<file path="src/rtl/pt_walker_pkg.sv">
package pt_walker_pkg;

  typedef enum logic [2:0] {
    ST_IDLE    = 3'd0,
    ST_READ_L1 = 3'd1,
    ST_WAIT_L1 = 3'd2,
    ST_READ_L2 = 3'd3,
    ST_WAIT_L2 = 3'd4,
    ST_DONE    = 3'd5,
    ST_FAULT   = 3'd6
  } walkState_t;

  // Strobes from control to datapath
  typedef struct packed {
    logic captureMiss;  // latch page number and root base
    logic captureL1;    // latch top-level entry
    logic captureL2;    // latch second-level entry
    logic selL2;        // drive second-level address
    logic showResult;   // present frame number on walkPpn
  } dpCtrl_t;

endpackage

</file>
<file path="src/rtl/pt_walker_ctrl.sv">
module pt_walker_ctrl
  import pt_walker_pkg::*;
(
  input  logic    clk,
  input  logic    rstN,
  input  logic    missValid,
  input  logic    memReqReady,
  input  logic    memRspValid,
  input  logic    rspEntryValid,
  output dpCtrl_t dpCtrl,
  output logic    missReady,
  output logic    memReqValid,
  output logic    walkDone,
  output logic    walkFault,
  output logic    busy
);

  walkState_t stateQ, stateD;

  always_ff @(posedge clk) begin
    if (!rstN) stateQ <= ST_IDLE;
    else       stateQ <= stateD;
  end

  always_comb begin
    stateD = stateQ;
    unique case (stateQ)
      ST_IDLE:    if (missValid)   stateD = ST_READ_L1;
      ST_READ_L1: if (memReqReady) stateD = ST_WAIT_L1;
      ST_WAIT_L1: if (memRspValid) stateD = rspEntryValid ? ST_READ_L2 : ST_FAULT;
      ST_READ_L2: if (memReqReady) stateD = ST_WAIT_L2;
      ST_WAIT_L2: if (memRspValid) stateD = rspEntryValid ? ST_DONE : ST_FAULT;
      ST_DONE:    stateD = ST_IDLE;
      ST_FAULT:   stateD = ST_IDLE;
      default:    stateD = ST_IDLE;
    endcase
  end

  always_comb begin
    dpCtrl.captureMiss = (stateQ == ST_IDLE) && missValid;
    dpCtrl.captureL1   = (stateQ == ST_WAIT_L1) && memRspValid;
    dpCtrl.captureL2   = (stateQ == ST_WAIT_L2) && memRspValid;
    dpCtrl.selL2       = (stateQ == ST_READ_L2);
    dpCtrl.showResult  = (stateQ == ST_DONE);
  end

  assign missReady   = (stateQ == ST_IDLE);
  assign busy        = (stateQ != ST_IDLE);
  assign memReqValid = (stateQ == ST_READ_L1) || (stateQ == ST_READ_L2);
  assign walkDone    = (stateQ == ST_DONE) || (stateQ == ST_FAULT);
  assign walkFault   = (stateQ == ST_FAULT);

endmodule

</file>
<file path="src/rtl/pt_walker_dp.sv">
module pt_walker_dp
  import pt_walker_pkg::*;
#(
  parameter int PA_W      = 32,
  parameter int OFF_W     = 12,
  parameter int IDX_W     = 10,
  parameter int PTE_W     = 32,
  parameter int VALID_BIT = 0,
  localparam int VPN_W    = 2 * IDX_W,
  localparam int PPN_W    = PA_W - OFF_W
)(
  input  logic             clk,
  input  logic             rstN,
  input  dpCtrl_t          dpCtrl,
  input  logic [VPN_W-1:0] missVpn,
  input  logic [PA_W-1:0]  rootBase,
  input  logic [PTE_W-1:0] memRspData,
  output logic             rspEntryValid,
  output logic [PA_W-1:0]  memReqAddr,
  output logic [PPN_W-1:0] walkPpn
);

  localparam int ENT_SH = $clog2(PTE_W / 8);

  logic [VPN_W-1:0] vpnQ;
  logic [PA_W-1:0]  rootQ;
  logic [PPN_W-1:0] l1FrameQ, l2FrameQ;
  logic [IDX_W-1:0] idxHi, idxLo;
  logic [PA_W-1:0]  l1Addr, l2Base, l2Addr;
  logic             unusedEntryBits;

  always_ff @(posedge clk) begin
    if (!rstN) begin
      vpnQ     <= '0;
      rootQ    <= '0;
      l1FrameQ <= '0;
      l2FrameQ <= '0;
    end else begin
      if (dpCtrl.captureMiss) begin
        vpnQ  <= missVpn;
        rootQ <= rootBase;
      end
      if (dpCtrl.captureL1) l1FrameQ <= memRspData[PTE_W-1 -: PPN_W];
      if (dpCtrl.captureL2) l2FrameQ <= memRspData[PTE_W-1 -: PPN_W];
    end
  end

  assign idxHi  = vpnQ[VPN_W-1 -: IDX_W];
  assign idxLo  = vpnQ[IDX_W-1:0];
  assign l1Addr = rootQ + (PA_W'(idxHi) << ENT_SH);
  assign l2Base = {l1FrameQ, {OFF_W{1'b0}}};
  assign l2Addr = l2Base + (PA_W'(idxLo) << ENT_SH);

  assign memReqAddr      = dpCtrl.selL2 ? l2Addr : l1Addr;
  assign rspEntryValid   = memRspData[VALID_BIT];
  assign walkPpn         = dpCtrl.showResult ? l2FrameQ : '0;
  assign unusedEntryBits = ^memRspData[OFF_W-1:0];

endmodule

</file>
<file path="src/rtl/pt_walker.sv">
module pt_walker
  import pt_walker_pkg::*;
#(
  parameter int PA_W      = 32,
  parameter int OFF_W     = 12,
  parameter int IDX_W     = 10,
  parameter int PTE_W     = 32,
  parameter int VALID_BIT = 0,
  localparam int VPN_W    = 2 * IDX_W,
  localparam int PPN_W    = PA_W - OFF_W
)(
  input  logic             clk,
  input  logic             rstN,
  input  logic             missValid,
  output logic             missReady,
  input  logic [VPN_W-1:0] missVpn,
  input  logic [PA_W-1:0]  rootBase,
  output logic             memReqValid,
  input  logic             memReqReady,
  output logic [PA_W-1:0]  memReqAddr,
  input  logic             memRspValid,
  input  logic [PTE_W-1:0] memRspData,
  output logic             walkDone,
  output logic             walkFault,
  output logic [PPN_W-1:0] walkPpn,
  output logic             busy
);

  dpCtrl_t dpCtrl;
  logic    rspEntryValid;

  pt_walker_ctrl u_ctrl (
    .clk          (clk),
    .rstN         (rstN),
    .missValid    (missValid),
    .memReqReady  (memReqReady),
    .memRspValid  (memRspValid),
    .rspEntryValid(rspEntryValid),
    .dpCtrl       (dpCtrl),
    .missReady    (missReady),
    .memReqValid  (memReqValid),
    .walkDone     (walkDone),
    .walkFault    (walkFault),
    .busy         (busy)
  );

  pt_walker_dp #(
    .PA_W(PA_W), .OFF_W(OFF_W), .IDX_W(IDX_W),
    .PTE_W(PTE_W), .VALID_BIT(VALID_BIT)
  ) u_dp (
    .clk          (clk),
    .rstN         (rstN),
    .dpCtrl       (dpCtrl),
    .missVpn      (missVpn),
    .rootBase     (rootBase),
    .memRspData   (memRspData),
    .rspEntryValid(rspEntryValid),
    .memReqAddr   (memReqAddr),
    .walkPpn      (walkPpn)
  );

endmodule

</file>
<file path="config.mk">
export PLATFORM = sky130hd
export DESIGN_NAME = pt_walker
export DESIGN_NICKNAME = d
export VERILOG_FILES = /design/src/rtl/pt_walker_pkg.sv /design/src/rtl/pt_walker_ctrl.sv /design/src/rtl/pt_walker_dp.sv /design/src/rtl/pt_walker.sv
export SDC_FILE = /design/constraint.sdc
export NUM_CORES = 1
export LEC_CHECK = 0
export BUFFER_PORTS_ARGS = -buffer_cell sky130_fd_sc_hd__buf_2
export CAP_MARGIN = 20
export CORE_UTILIZATION = 52
export DETAILED_ROUTE_END_ITERATION = 6
export PLACE_DENSITY = 0.8
export SLEW_MARGIN = 20
export SYNTH_ARGS = -nofsm -noshare
export SYNTH_HDL_FRONTEND = slang
export SYNTH_SLANG_ARGS = --single-unit
</file>
<file path="constraint.sdc">
create_clock -name clk -period 2.5 [get_ports clk]
set_input_delay 0.125 -clock clk [delete_from_list [all_inputs] [get_ports clk]]
set_output_delay 0.125 -clock clk [all_outputs]
set_load 0.02 [all_outputs]
</file>
==> flow_summary.toml <==
[final_layout]
num_antenna_cells = 0
fill_cells = 757
nets = 862
multi_input_area_um2 = 3080
seqCellArea_um2 = 1910
drive_above_1_share_pct = 26.9
final_cells = 878
syn2layout_area_growth_pct = 27.5
utilization_pct = 68.1

[global_routing]
grt_pass1_wl_um = 20700
grt_pass1_vias = 4440
antenna_found_initial = 0
grt_max_degree = 96
grt_util_all_layers_pct = 26.3
grt_remaining_overflow = 0

[outcome]
violations = "negative setup slack"
status = "complete, but fails checks"

[routing]
wire_per_inst_um = 14.7
drt_wl_total_um = 12900
vias_per_cell = 5.35
via_count = 4700
drt_first_pass_iters = 5
detail-route-antenna-nets = 0
drc = 0
drt_iter0_markers = 175

[placed_design]
routabilityCongestion = 0.905
pre_cts_slack_ns = -0.102
port_buffers = 134
placed_cells = 852
dp_hpwl_um = 8830

[yosys]
synth_edf_count = 0
synth.distinct_cells = 41
avgSynthCellArea_um2 = 7.71
synth_top_area_share_pct = 38.7
netlist_instances = 637
async_flop_share_pct = 0
synth_flop_cell = "dfxtp_1"
synthTopCellsByArea = "dfxtp_1, nand2_1, a21boi_0"
synth-seq-cells = 95
seq_area_frac_synth_pct = 38.7
synth_nets = 737
syn_area_um2 = 4910
yosys.area.top_type = "dfxtp_1"
ys_warn_count = 0

[clocking]
clock_path_buffers = 2
cts.sinks = 95
cts_buffers = 9
clkTransAtPathRegs_ns = 0.09
cts_root_buf = "clkbuf_8"
cts_tree = "built"
cts_max_level = 3
clkLatencyLatePin_ns = 0.35

[timing]
post-route-min-period_ns = 2.69
finalSetupViolations = 21
finalHoldViolations = 0
tightest_slew_ns = 0.880
final_max_slew_viol_count = 0
max_freq_mhz = 372
rsz0062_at_grt = "yes"
slew_headroom_pct = 41.4
fin_ws_ns = -0.191
fin_crit_sh_pct = 108
finalClockSkew_ns = 0.0120
whs_ns = 0.0156

[critical_path]
path_class = "reg -> out"
critPathRequiredTime_ns = 2.38
end_kind = "output port"
cp-start-kind = "flip-flop"
cp.arrival_ns = 2.57
crit_fanout = 4

[floorplan]
num_rows = 35
dieArea_um2 = 9840
fp.dieW_um = 99.2
die_h_um = 99.2
initial_core_util_pct = 53.4
ioPinCount = 146
core_area_um2 = 9200

[power_and_ir_drop]
powerDensity_nw_per_um2 = 618
ir_drop_v = 0.000360
p_leak_nw = 2.61

[run]
maxCapViolCount = 0

[hold_path]
min_path_type = "in -> reg"
==> cell type report <==
| cell class | count | share of cell area (%) |
|---|---|---|
| clock buffer | 12 | 2.48 |
| tap | 111 | 2.22 |
| clock inverter | 4 | 0.839 |
| sequential | 95 | 30.4 |
| inverter | 4 | 0.240 |
| timing repair buffer | 155 | 14.7 |
| multi-input combinational | 497 | 49.1 |
==> per-stage QoR <==
stage	area, um^2	TNS [ns]	power [mW]
2_1_floorplan	4910	0	2.41
3_3_place_gp	5690	-0.0731	2.72
3_5_place_dp	5690	-0.265	2.75
4_1_cts	6110	-2.00	3.87
6_report	6260	-2.70	3.87
5_1_grt	6260	-5.45	4.08
==> critical path: stages, from the launching register on <==
cell	delay [ns]
dfxtp_2	0.35
buf_4	0.14
fa_2	0.41
a211oi_4	0.24
o211ai_1	0.16
a41oi_2	0.21
buf_4	0.18
nor2b_2	0.05
xnor2_2	0.15
a21oi_2	0.17
buf_4	0.16
==> power breakdown <==
part	internal (mW)	leakage [nW]	switching (mW)
Sequential	1.63	0.775	0.125
Clock	0.522	0.107	0.539
Combinational	0.430	1.73	0.625
Total	2.58	2.61	1.29
==> final timing paths <==
kind                          start                end  slack (ns)  cells past startpoint
hold / removal          missVpn[13]      u_dp.vpnQ[13]        0.02                      3
setup reg to reg   u_ctrl.stateQ[2]      u_dp.rootQ[3]        0.62                      5
setup / recovery      u_dp.rootQ[3]     memReqAddr[28]       -0.19                     10
hold reg to reg   u_dp.l2FrameQ[17]  u_dp.l2FrameQ[17]        0.47                      2
==> synthesized netlist by cell type (all sizes together), types with 2 or more instances <==
cell type,n
clkbuf,35
and3,5
inv,4
o311ai,5
and2,28
and3b,2
o31ai,6
buf,6
a21boi,92
xnor2,12
mux2,3
nor2b,5
a21o,4
a21oi,36
ha,10
dfxtp,95
and4,3
o21ai,5
nand2,199
a211oi,2
nand4,2
nor2,37
nand3,4
nor3,5
xor2,18
==> cells by family (layout without fill, tap and decap cells) <==
family | Yosys count | after routing | synth area share, %
AND/OR/NAND/NOR | 294 | 294 | 25.6
AO/OA/AOI/OAI | 158 | 158 | 22.9
adder cells (fa/ha/maj) | 12 | 12 | 3.16
buffers and inverters | 45 | 175 | 3.56
XOR/XNOR | 30 | 30 | 5.35
flip-flops | 95 | 95 | 38.7
multiplexers | 3 | 3 | 0.687
==> sequential cells by signal, indices dropped and copies added (netlist names) <==
name	cells
u_ctrl.stateQ	3
u_dp.l2FrameQ	20
u_dp.rootQ	32
u_dp.vpnQ	20
u_dp.l1FrameQ	20
==> cell usage in the layout, fill, tap and decap left out, drive strengths merged, types with 3 or more instances in the layout <==
cell    netlist  routed
nand3         4       4
nor3          5       5
and4          3       3
inv           4       5
ha           10      10
buf           6     153
nor2         37      37
dfxtp        95      95
mux2          3       3
clkbuf       35      12
nor2b         5       5
a21o          4       4
a21boi       92      92
and2         28      28
nand2       199     199
xnor2        12      12
o31ai         6       6
xor2         18      18
o21ai         5       5
a21oi        36      36
and3          5       5
o311ai        5       5
==> per-layer routing <==
metal	GRT usage, %	vias to the layer above	routed length, um
met5	0	-	0
met4	8.82	0	289
met3	4.22	25	462
met2	45.4	117	6420
met1	33.4	2192	5710
li1	-	2366	-
==> timing repair <==
action | 4_1_cts | 5_1_grt
resized for setup | 38 | 23
setup endpoints to repair | 22 | 21
endpoints found under the hold margin | 1 | 1
cloned | 1 | 0
buffers inserted | 5 | 2
hold buffers | 1 | 1
pin swaps | 21 | 17
Power figures use the tool's default switching activity.
